--- src/rtl/ctm_pkg.sv ---
package ctm_pkg;
  localparam int unsigned CTM_CNT_W = 32;
  localparam int unsigned CTM_IDX_W = 5;

  typedef enum logic [1:0] {
    CTM_HOLD = 2'd0,
    CTM_DEC  = 2'd1,
    CTM_LOAD = 2'd2
  } ctm_op_e;
endpackage

--- src/rtl/ctm_load_gate.sv ---
module ctm_load_gate #(
  parameter int unsigned CNT_W = ctm_pkg::CTM_CNT_W,
  parameter int unsigned IDX_W = ctm_pkg::CTM_IDX_W
) (
  input  logic [CNT_W-1:0] value_i,
  input  logic [IDX_W-1:0] src_i,
  output logic [CNT_W-1:0] value_o
);
  localparam logic [IDX_W-1:0] ZERO_REG = '0;

  always_comb begin
    value_o = value_i;
    if (src_i == ZERO_REG) value_o = '0;
  end
endmodule

--- src/rtl/ctm_down_counter.sv ---
module ctm_down_counter #(
  parameter int unsigned CNT_W = ctm_pkg::CTM_CNT_W
) (
  input  logic             clk_i,
  input  logic             rst_ni,
  input  logic             load_i,
  input  logic [CNT_W-1:0] load_val_i,
  output logic [CNT_W-1:0] cnt_o,
  output logic             expire_o
);
  import ctm_pkg::*;
  localparam logic [CNT_W-1:0] ONE = CNT_W'(1);

  logic [CNT_W-1:0] cnt_q;
  logic             expire_q;
  ctm_op_e          op;

  always_comb begin
    if (load_i)              op = CTM_LOAD;
    else if (cnt_q != '0)    op = CTM_DEC;
    else                     op = CTM_HOLD;
  end

  always_ff @(posedge clk_i) begin
    if (!rst_ni) begin
      cnt_q    <= '0;
      expire_q <= 1'b0;
    end else begin
      expire_q <= (op == CTM_DEC) && (cnt_q == ONE);
      case (op)
        CTM_LOAD: cnt_q <= load_val_i;
        CTM_DEC:  cnt_q <= cnt_q - ONE;
        default:  cnt_q <= cnt_q;
      endcase
    end
  end

  assign cnt_o    = cnt_q;
  assign expire_o = expire_q;


  p_dec_by_one_r2: assert property (@(posedge clk_i) disable iff (!rst_ni)
    (!load_i && cnt_q != '0) |=> (cnt_q == $past(cnt_q) - ONE));

  p_zero_holds_r4: assert property (@(posedge clk_i) disable iff (!rst_ni)
    (!load_i && cnt_q == '0) |=> (cnt_q == '0 && !expire_q));

  p_load_wins_r7: assert property (@(posedge clk_i) disable iff (!rst_ni)
    load_i |=> (cnt_q == $past(load_val_i) && !expire_q));
endmodule

--- src/rtl/ctm_swap_result.sv ---
module ctm_swap_result #(
  parameter int unsigned CNT_W = ctm_pkg::CTM_CNT_W
) (
  input  logic             clk_i,
  input  logic             rst_ni,
  input  logic             take_i,
  input  logic [CNT_W-1:0] cnt_i,
  output logic             valid_o,
  output logic [CNT_W-1:0] old_o
);
  logic             valid_q;
  logic [CNT_W-1:0] old_q;

  always_ff @(posedge clk_i) begin
    if (!rst_ni) begin
      valid_q <= 1'b0;
      old_q   <= '0;
    end else begin
      valid_q <= take_i;
      if (take_i) old_q <= cnt_i;
    end
  end

  assign valid_o = valid_q;
  assign old_o   = old_q;


  p_swap_old_r5: assert property (@(posedge clk_i) disable iff (!rst_ni)
    take_i |=> (valid_q && old_q == $past(cnt_i)));
  p_no_result_r5: assert property (@(posedge clk_i) disable iff (!rst_ni)
    !take_i |=> !valid_q);
endmodule

--- src/rtl/ctm_countdown.sv ---
module ctm_countdown #(
  parameter int unsigned CNT_W = ctm_pkg::CTM_CNT_W,
  parameter int unsigned IDX_W = ctm_pkg::CTM_IDX_W
) (
  input  logic             clk_i,
  input  logic             rst_ni,
  input  logic             ld_valid_i,
  output logic             ld_ready_o,
  input  logic [CNT_W-1:0] ld_value_i,
  input  logic [IDX_W-1:0] ld_src_i,
  output logic             rd_valid_o,
  output logic [CNT_W-1:0] rd_old_o,
  output logic             irq_o
);
  logic             accept;
  logic [CNT_W-1:0] gated_val;
  logic [CNT_W-1:0] cnt;

  assign ld_ready_o = 1'b1;
  assign accept     = ld_valid_i && ld_ready_o;

  ctm_load_gate #(.CNT_W(CNT_W), .IDX_W(IDX_W)) u_gate (
    .value_i (ld_value_i),
    .src_i   (ld_src_i),
    .value_o (gated_val)
  );

  ctm_down_counter #(.CNT_W(CNT_W)) u_cnt (
    .clk_i      (clk_i),
    .rst_ni     (rst_ni),
    .load_i     (accept),
    .load_val_i (gated_val),
    .cnt_o      (cnt),
    .expire_o   (irq_o)
  );

  ctm_swap_result #(.CNT_W(CNT_W)) u_res (
    .clk_i   (clk_i),
    .rst_ni  (rst_ni),
    .take_i  (accept),
    .cnt_i   (cnt),
    .valid_o (rd_valid_o),
    .old_o   (rd_old_o)
  );


  p_irq_on_expiry_r3: assert property (@(posedge clk_i) disable iff (!rst_ni)
    (!accept && cnt == CNT_W'(1)) |=> irq_o);

  p_x0_loads_zero_r6: assert property (@(posedge clk_i) disable iff (!rst_ni)
    (accept && ld_src_i == '0) |=> (cnt == '0));

  p_irq_single_r9: assert property (@(posedge clk_i) disable iff (!rst_ni)
    irq_o |=> !irq_o);
endmodule

--- config.mk ---
export PLATFORM = sky130hd
export DESIGN_NAME = ctm_countdown
export DESIGN_NICKNAME = d
export VERILOG_FILES = /design/src/rtl/ctm_pkg.sv /design/src/rtl/ctm_load_gate.sv /design/src/rtl/ctm_down_counter.sv /design/src/rtl/ctm_swap_result.sv /design/src/rtl/ctm_countdown.sv
export SDC_FILE = /design/constraint.sdc
export NUM_CORES = 1
export LEC_CHECK = 0
export BUFFER_PORTS_ARGS = -buffer_cell sky130_fd_sc_hd__buf_2
export CORE_MARGIN = 8
export CORE_UTILIZATION = 50
export CTS_CLUSTER_DIAMETER = 30
export DETAILED_ROUTE_END_ITERATION = 10
export PLACE_DENSITY = 0.76
export SLEW_MARGIN = 20
export SYNTH_ARGS = -nofsm -noshare
export SYNTH_HDL_FRONTEND = slang
export SYNTH_SLANG_ARGS = --single-unit
--- constraint.sdc ---
create_clock -name clk_i -period 4.2 [get_ports clk_i]
set_clock_uncertainty 0.2 [all_clocks]
set_input_delay 0.42 -clock clk_i [delete_from_list [all_inputs] [get_ports clk_i]]
set_output_delay 0.42 -clock clk_i [all_outputs]
set_load 0.01 [all_outputs]
==> results of run 1 <==
[sequential cells by signal, indices dropped and copies added (netlist names)]
name / cells
u_cnt.cnt_o: 32
u_res.valid_o: 1
u_cnt.expire_o: 1
u_res.old_o: 32
[power by group]
part           internal [mW]  total [mW]  switching [mW]
clock                  0.290       0.538           0.248
combinational          0.102       0.229           0.128
sequential             0.666       0.709          0.0429
[per-layer routing]
layer,global-route usage (%),share of wire (%),up-vias,wire length [um]
li1,-,-,1297,-
met1,20.6,46,1172,3350
met2,28.4,46,73,3350
met3,6.55,6.5,8,470
met4,5.10,1.1,0,81
met5,0,0,-,0
[worst paths after layout]
path | end | cells after the start
max | u_cnt.cnt_o[7] | 5
min | u_cnt.cnt_o[21] | 3
max reg2reg | u_cnt.cnt_o[7] | 5
min reg2reg | u_res.old_o[9] | 2
[cell type report]
type	instances	area share, %
clock inverters	6	1.87
flip-flops and latches	66	37.2
clock buffers	10	3.87
well taps	75	2.64
repair buffers	75	10.7
inverters	7	0.739
multi-input cells	241	43.0
[tightest hold or removal path, cell delays in order]
cell and delay (ps):
buf_2 70, nand2_1 30, o21ai_0 50
[through the flow]
stage / setup slack [ps] / area (um^2) / hold WS, ps / power [mW]
finish: 1240 / 3550 / 71.8 / 1.48
global route: 1010 / 3550 / 62.8 / 1.55
floorplan: 1590 / 2960 / 300 / 0.879
detailed placement: 1240 / 3350 / 276 / 0.949
CTS: 1230 / 3550 / 62.1 / 1.49
global placement: 1330 / 3350 / 266 / 0.945
[cell usage in the layout, fill, tap and decap left out, drive strengths merged, types with 3 or more instances in the layout]
| cell | synthesis | routed |
|---|---|---|
| and2 | 3 | 3 |
| o21ai | 24 | 24 |
| inv | 7 | 7 |
| o211ai | 3 | 3 |
| nand4 | 3 | 3 |
| mux2i | 33 | 33 |
| dfxtp | 66 | 66 |
| buf | 5 | 75 |
| clkinvlp | 0 | 3 |
| nor4 | 10 | 10 |
| nand2 | 31 | 31 |
| or4 | 9 | 9 |
| xnor2 | 17 | 17 |
| o32a | 3 | 3 |
| nand3 | 6 | 6 |
| xor2 | 6 | 6 |
| or3 | 8 | 8 |
| nor2 | 49 | 49 |
| clkbuf | 15 | 10 |
| nor3 | 12 | 12 |
[kinds of logic (layout without fill, tap and decap cells)]
kind of cell	Yosys count	after routing	share of synthesized area [%]
AO/OA/AOI/OAI	42	42	9.17
XOR/XNOR	23	23	6.80
adder cells (fa/ha/maj)	2	2	0.845
buffers and inverters	27	98	3.80
flip-flops	66	66	44.6
multiplexers	33	33	11.2
other	1	1	0.127
AND/OR/NAND/NOR	140	140	23.5
==> results.py, run 1 <==
metrics = {
    "outcome": {
        "status": "finished, final reports clean",
    },
    "power_and_ir_drop": {
        "ir_worst_vdd_mv": 0.303,
        "leakage_nw": 1.60,
        "p_per_area_nw_per_um2": 415,
    },
    "yosys": {
        "ys_seq_area_share_pct": 44.6,
        "postSynthAreaPerCell_um2": 8.86,
        "synth_top_area_share_pct": 44.6,
        "yosys.area.top_type": "dfxtp_1",
        "synthArstFlopShare_pct": 0,
        "yosys_warnings": 0,
        "synthCells": 334,
        "synthesis.nets": 376,
        "ys_top_cells_by_area": "dfxtp_1 (45%), mux2i_1 (11%), nor2_1 (6.2%), xnor2_1 (5.0%), o21ai_0 (4.1%)",
        "synth_edf_count": 0,
        "synthesis.area_um2": 2960,
        "synthFlopType": "dfxtp_1",
        "yosysMostFrequentCell": "dfxtp_1",
        "synth_common_cells": "dfxtp_1 (66), nor2_1 (49), mux2i_1 (33)",
        "synth.ff_latch_count": 66,
        "ys_types": 43,
    },
    "cells_and_area": {
        "ff_latch_area_um2": 1320,
        "fin_nets": 442,
        "multi_input_area_um2": 1530,
        "instances_no_fill": 480,
        "area_growth_pct": 20.1,
        "drive_gt1_share_pct": 24.4,
        "post-route-util_pct": 61.1,
        "diodes": 0,
        "fill_cells": 534,
    },
    "sta": {
        "setup_viol": 0,
        "fin_tns_setup_ps": 0,
        "worst_pin_slew_ps": 766,
        "relSlewSlack_pct": 48.6,
        "fin_crit_ps": 2960,
        "min_period_over_period_pct": 70.4,
        "hold_viol_final": 0,
        "final_max_slew_viol_count": 0,
        "max_freq_mhz": 338,
        "rsz0062_at_grt": "false",
    },
    "die": {
        "die_h_um": 92.9,
        "rows": 28,
        "coreArea_um2": 5820,
        "fp.dieW_um": 92.9,
        "io_pins": 75,
        "start_util_pct": 50.9,
        "die_area_um2": 8640,
    },
    "place": {
        "hpwlAfterDp_um": 5260,
        "placedCellCount": 464,
        "globalplace.congestion": 0.835,
        "portBuffers": 73,
    },
    "drt": {
        "vias": 2550,
        "drt_iter0_markers": 126,
        "drt_wl_total_um": 7260,
        "first_pass_iters": 4,
        "ant_nets": 0,
        "drcViolationCount": 0,
        "routed_via_density": 5.31,
        "wl_per_cell_um": 15.1,
    },
    "cts": {
        "post_cts.repair.setup_buffers": 0,
        "clock_latency_ps": 340,
        "cts_tree": "done",
        "cts_buffer_depth": 2,
        "numCtsBuffers": 9,
        "cts_hold_buf": 0,
        "cts.sinks": 66,
        "cts.reportedPaths.clkPinSlew_ps": 70,
        "root_buffer": "clkbuf_8",
        "htree_levels": 3,
        "post_cts_resized": 0,
    },
    "worst_setup_path": {
        "r2r_start": "u_cnt.cnt_o[2]",
        "crit_type": "reg2reg",
        "crit_path_start_kind": "register",
        "cpPeakStageDelay_ps": 740,
        "path_buf_inv": 0,
        "setup.worst_path.end_class": "register",
        "reg2reg_slack_ps": 1240,
        "worstSetupStartpoint": "u_cnt.cnt_o[2]",
        "critPathRequiredTime_ps": 4220,
        "critical-path-top-delay-family": "simple AND/OR/NAND/NOR gates",
        "arrival_ps": 2980,
        "crit_chain": "nor4_2 > nand4_1 > nor3_2 > nor3_1 > a221o_1",
        "cp_max_fo": 14,
        "cp_slowest_cell": "nor3_2",
    },
    "global_routing": {
        "first_global_vias": 2629,
        "antenna_found_initial": 0,
        "gr-total-overflow": 0,
        "grt_usage_pct": 17.4,
        "grt_pass1_wl_um": 12100,
        "grt_max_degree": 37,
    },
    "worst_hold_path": {
        "hold_start": "ld_value_i[21]",
        "hp-class": "in2reg",
    },
    "job": {
        "maxCapViolations": 0,
    },
}
Note: power is estimated with default switching activity, not from simulation.
==> run 2, diff against run 1 <==
ABC_AREA = 1   (was not set)
CORE_UTILIZATION = 49   (was 50)
clock period = 2.4 ns   (was 4.2 ns; I/O delays follow)
==> run 2 against run 1 <==
  * Core utilization is 2.6 points higher
  * Cell count is 40% higher
  * Critical path depth is 7 higher
  * Register-to-register slack worse by 900 ps
  * Largest power group unchanged
  * Non-clock buffer count is 35 higher
  * Via count is 34% higher
  * Sequential power is 73% higher
  * Worst hold slack worse by 30 ps
  * Die area is 14% higher
==> results.py, run 2 <==
metrics = {
    "cells_and_area": {
        "fill_cells": 653,
        "diodes": 0,
        "drive_gt1_share_pct": 24.2,
        "instances_no_fill": 674,
        "ff_latch_area_um2": 1320,
        "final_common_cell": "nand2_1",
        "area_growth_pct": 26.8,
        "multi_input_area_um2": 1760,
        "final_cell_mix": "nand2_1 (114), buf_2 (73), nor2_1 (70), dfxtp_1 (66)",
        "fin_nets": 631,
    },
    "place": {
        "placedCellCount": 627,
        "portBuffers": 73,
        "globalplace.congestion": 0.903,
        "hpwlAfterDp_um": 6690,
    },
    "power_and_ir_drop": {
        "p_per_area_nw_per_um2": 647,
        "total_power_mw": 2.78,
        "ir_worst_vdd_mv": 0.318,
        "leakage_nw": 2.04,
    },
    "cts": {
        "cts_tree": "done",
        "post_cts_resized": 0,
        "numCtsBuffers": 9,
        "cts_buffer_depth": 2,
        "clock_latency_ps": 350,
        "root_buffer": "clkbuf_8",
        "cts.reportedPaths.clkPinSlew_ps": 70,
        "cts.sinks": 66,
        "htree_levels": 3,
    },
    "yosys": {
        "synthArstFlopShare_pct": 0,
        "synth_common_cells": "nand2_1 (114), nor2_1 (70), dfxtp_1 (66)",
        "synthFlopType": "dfxtp_1",
        "postSynthAreaPerCell_um2": 6.94,
        "ys_types": 27,
        "synth_edf_count": 0,
        "synthesis.nets": 531,
        "synthCells": 489,
        "ys_seq_area_share_pct": 38.9,
        "yosys_warnings": 0,
        "synthesis.area_um2": 3390,
        "yosys.area.top_type": "dfxtp_1",
        "ys_top_cells_by_area": "dfxtp_1 (39%), nand2_1 (13%), nor2_1 (7.7%), a21oi_1 (7.7%), o21ai_0 (6.5%)",
        "synth_top_area_share_pct": 38.9,
        "synth.ff_latch_count": 66,
        "yosysMostFrequentCell": "nand2_1",
    },
    "worst_setup_path": {
        "reg2reg_slack_ps": 340,
        "path_buf_inv": 3,
        "reg2reg_to": "u_cnt.cnt_o[0]",
        "crit_type": "reg2reg",
        "r2r_cells": 12,
        "cpPeakStageDelay_ps": 330,
        "arrival_ps": 2110,
        "critPathRequiredTime_ps": 2440,
        "critical-path-top-delay-family": "simple AND/OR/NAND/NOR gates",
        "crit_path_start_kind": "register",
        "setup.worst_path.end_class": "register",
        "cp_max_fo": 18,
        "cp_slowest_cell": "dfxtp_1",
        "r2r_start": "u_cnt.cnt_o[0]",
        "crit_chain": "inv_1 > ha_1 > nand2_4 > nor2_4 > nand2_4 > nor2_8 > nor2_8 > buf_4 > nand2_1 > nand3_1 > nand2_1 > inv_1",
    },
    "sta": {
        "fin_tns_setup_ps": 0,
        "worst_pin_slew_ps": 553,
        "rsz0062_at_grt": "false",
        "setup_viol": 0,
        "final_max_slew_viol_count": 0,
        "min_period_over_period_pct": 85.9,
        "fin_crit_ps": 2060,
        "relSlewSlack_pct": 63.1,
        "hold_viol_final": 0,
        "max_freq_mhz": 485,
    },
    "die": {
        "io_pins": 75,
        "fp.dieW_um": 99.2,
        "start_util_pct": 50.2,
        "die_area_um2": 9840,
        "coreArea_um2": 6760,
        "die_h_um": 99.2,
        "rows": 30,
    },
    "drt": {
        "drt_wl_total_um": 9200,
        "drt_iter0_markers": 115,
        "ant_nets": 0,
        "first_pass_iters": 4,
        "wl_per_cell_um": 13.7,
        "drcViolationCount": 0,
        "routed_via_density": 5.09,
        "vias": 3428,
    },
    "worst_hold_path": {
        "holdPathStages": 5,
        "hold_start": "ld_value_i[0]",
        "hold_end": "u_cnt.cnt_o[0]",
        "hp-class": "in2reg",
    },
    "global_routing": {
        "grt_max_degree": 38,
        "first_global_vias": 3451,
        "gr-total-overflow": 0,
        "grt_pass1_wl_um": 15700,
        "grt_usage_pct": 19.4,
        "antenna_found_initial": 0,
    },
    "outcome": {
        "status": "finished, final reports clean",
    },
    "job": {
        "maxCapViolations": 0,
    },
}
## run 2: cell type report
| class | instances | area share, % |
|---|---|---|
| clock inverters | 6 | 1.54 |
| well taps | 80 | 2.33 |
| repair buffers | 110 | 16.7 |
| flip-flops and latches | 66 | 30.7 |
| inverters | 53 | 4.62 |
| multi-input cells | 349 | 40.9 |
| clock buffers | 10 | 3.20 |
## run 2: worst max path at each step
| stage | slack, ps | endpoint | depth (start not counted) | start |
|---|---|---|---|---|
| finish | 340 | u_cnt.cnt_o[0] | 12 | u_cnt.cnt_o[0] |
| global route | 220 | u_cnt.cnt_o[0] | 12 | u_cnt.cnt_o[0] |
| detailed placement | 360 | u_cnt.cnt_o[0] | 12 | u_cnt.cnt_o[0] |
| CTS | 340 | u_cnt.cnt_o[0] | 12 | u_cnt.cnt_o[0] |
| global placement | 440 | u_cnt.cnt_o[0] | 12 | u_cnt.cnt_o[0] |
| floorplan | 670 | u_cnt.cnt_o[7] | 10 | u_cnt.cnt_o[0] |
## run 2: cell families after synthesis
group           Yosys count  share of synthesized area, %
fa+ha+maj                 2                         0.737
other cells               1                         0.111
simple gates            228                          31.3
buf+inv                  74                          9.22
compound gates          114                          18.7
xor+xnor                  4                          1.03
flops                    66                          38.9
## run 2: where the power goes
group	internal, mW	leakage (nW)	switching [mW]	total (mW)
sequential	1.17	0.545	0.0585	1.23
combinational	0.231	1.40	0.376	0.607
clock	0.507	0.0945	0.442	0.949
## run 2: worst register-to-register path, stage by stage (launching register included)
cell	delay [ps]
dfxtp_1	330
inv_1	110
ha_1	250
nand2_4	90
nor2_4	170
nand2_4	110
nor2_8	160
nor2_8	40
buf_4	220
nand2_1	90
nand3_1	70
nand2_1	70
inv_1	50
## run 2: what timing repair did
action                    4_1_cts  5_1_grt
buffers inserted                0        0
hold buffers                   31        0
hold endpoints to repair       31        0
## run 2: stage by stage
stage,area [um^2],setup slack (ps),hold WS [ps],util [%]
finish,4300,340,41.6,63.7
global route,4300,218,66.5,63.7
CTS,4300,340,28.4,63.7
detailed placement,3790,355,289,56.1
global placement,3790,442,284,56.1
floorplan,3390,671,188,-
## run 2: per-layer routing
layer	wire, um	global-route usage, %	share of wire, %
met3	501	4.26	5.4
met2	4150	31.8	45
met1	4390	24.0	48
met5	0	0	0
met4	158	8.15	1.7
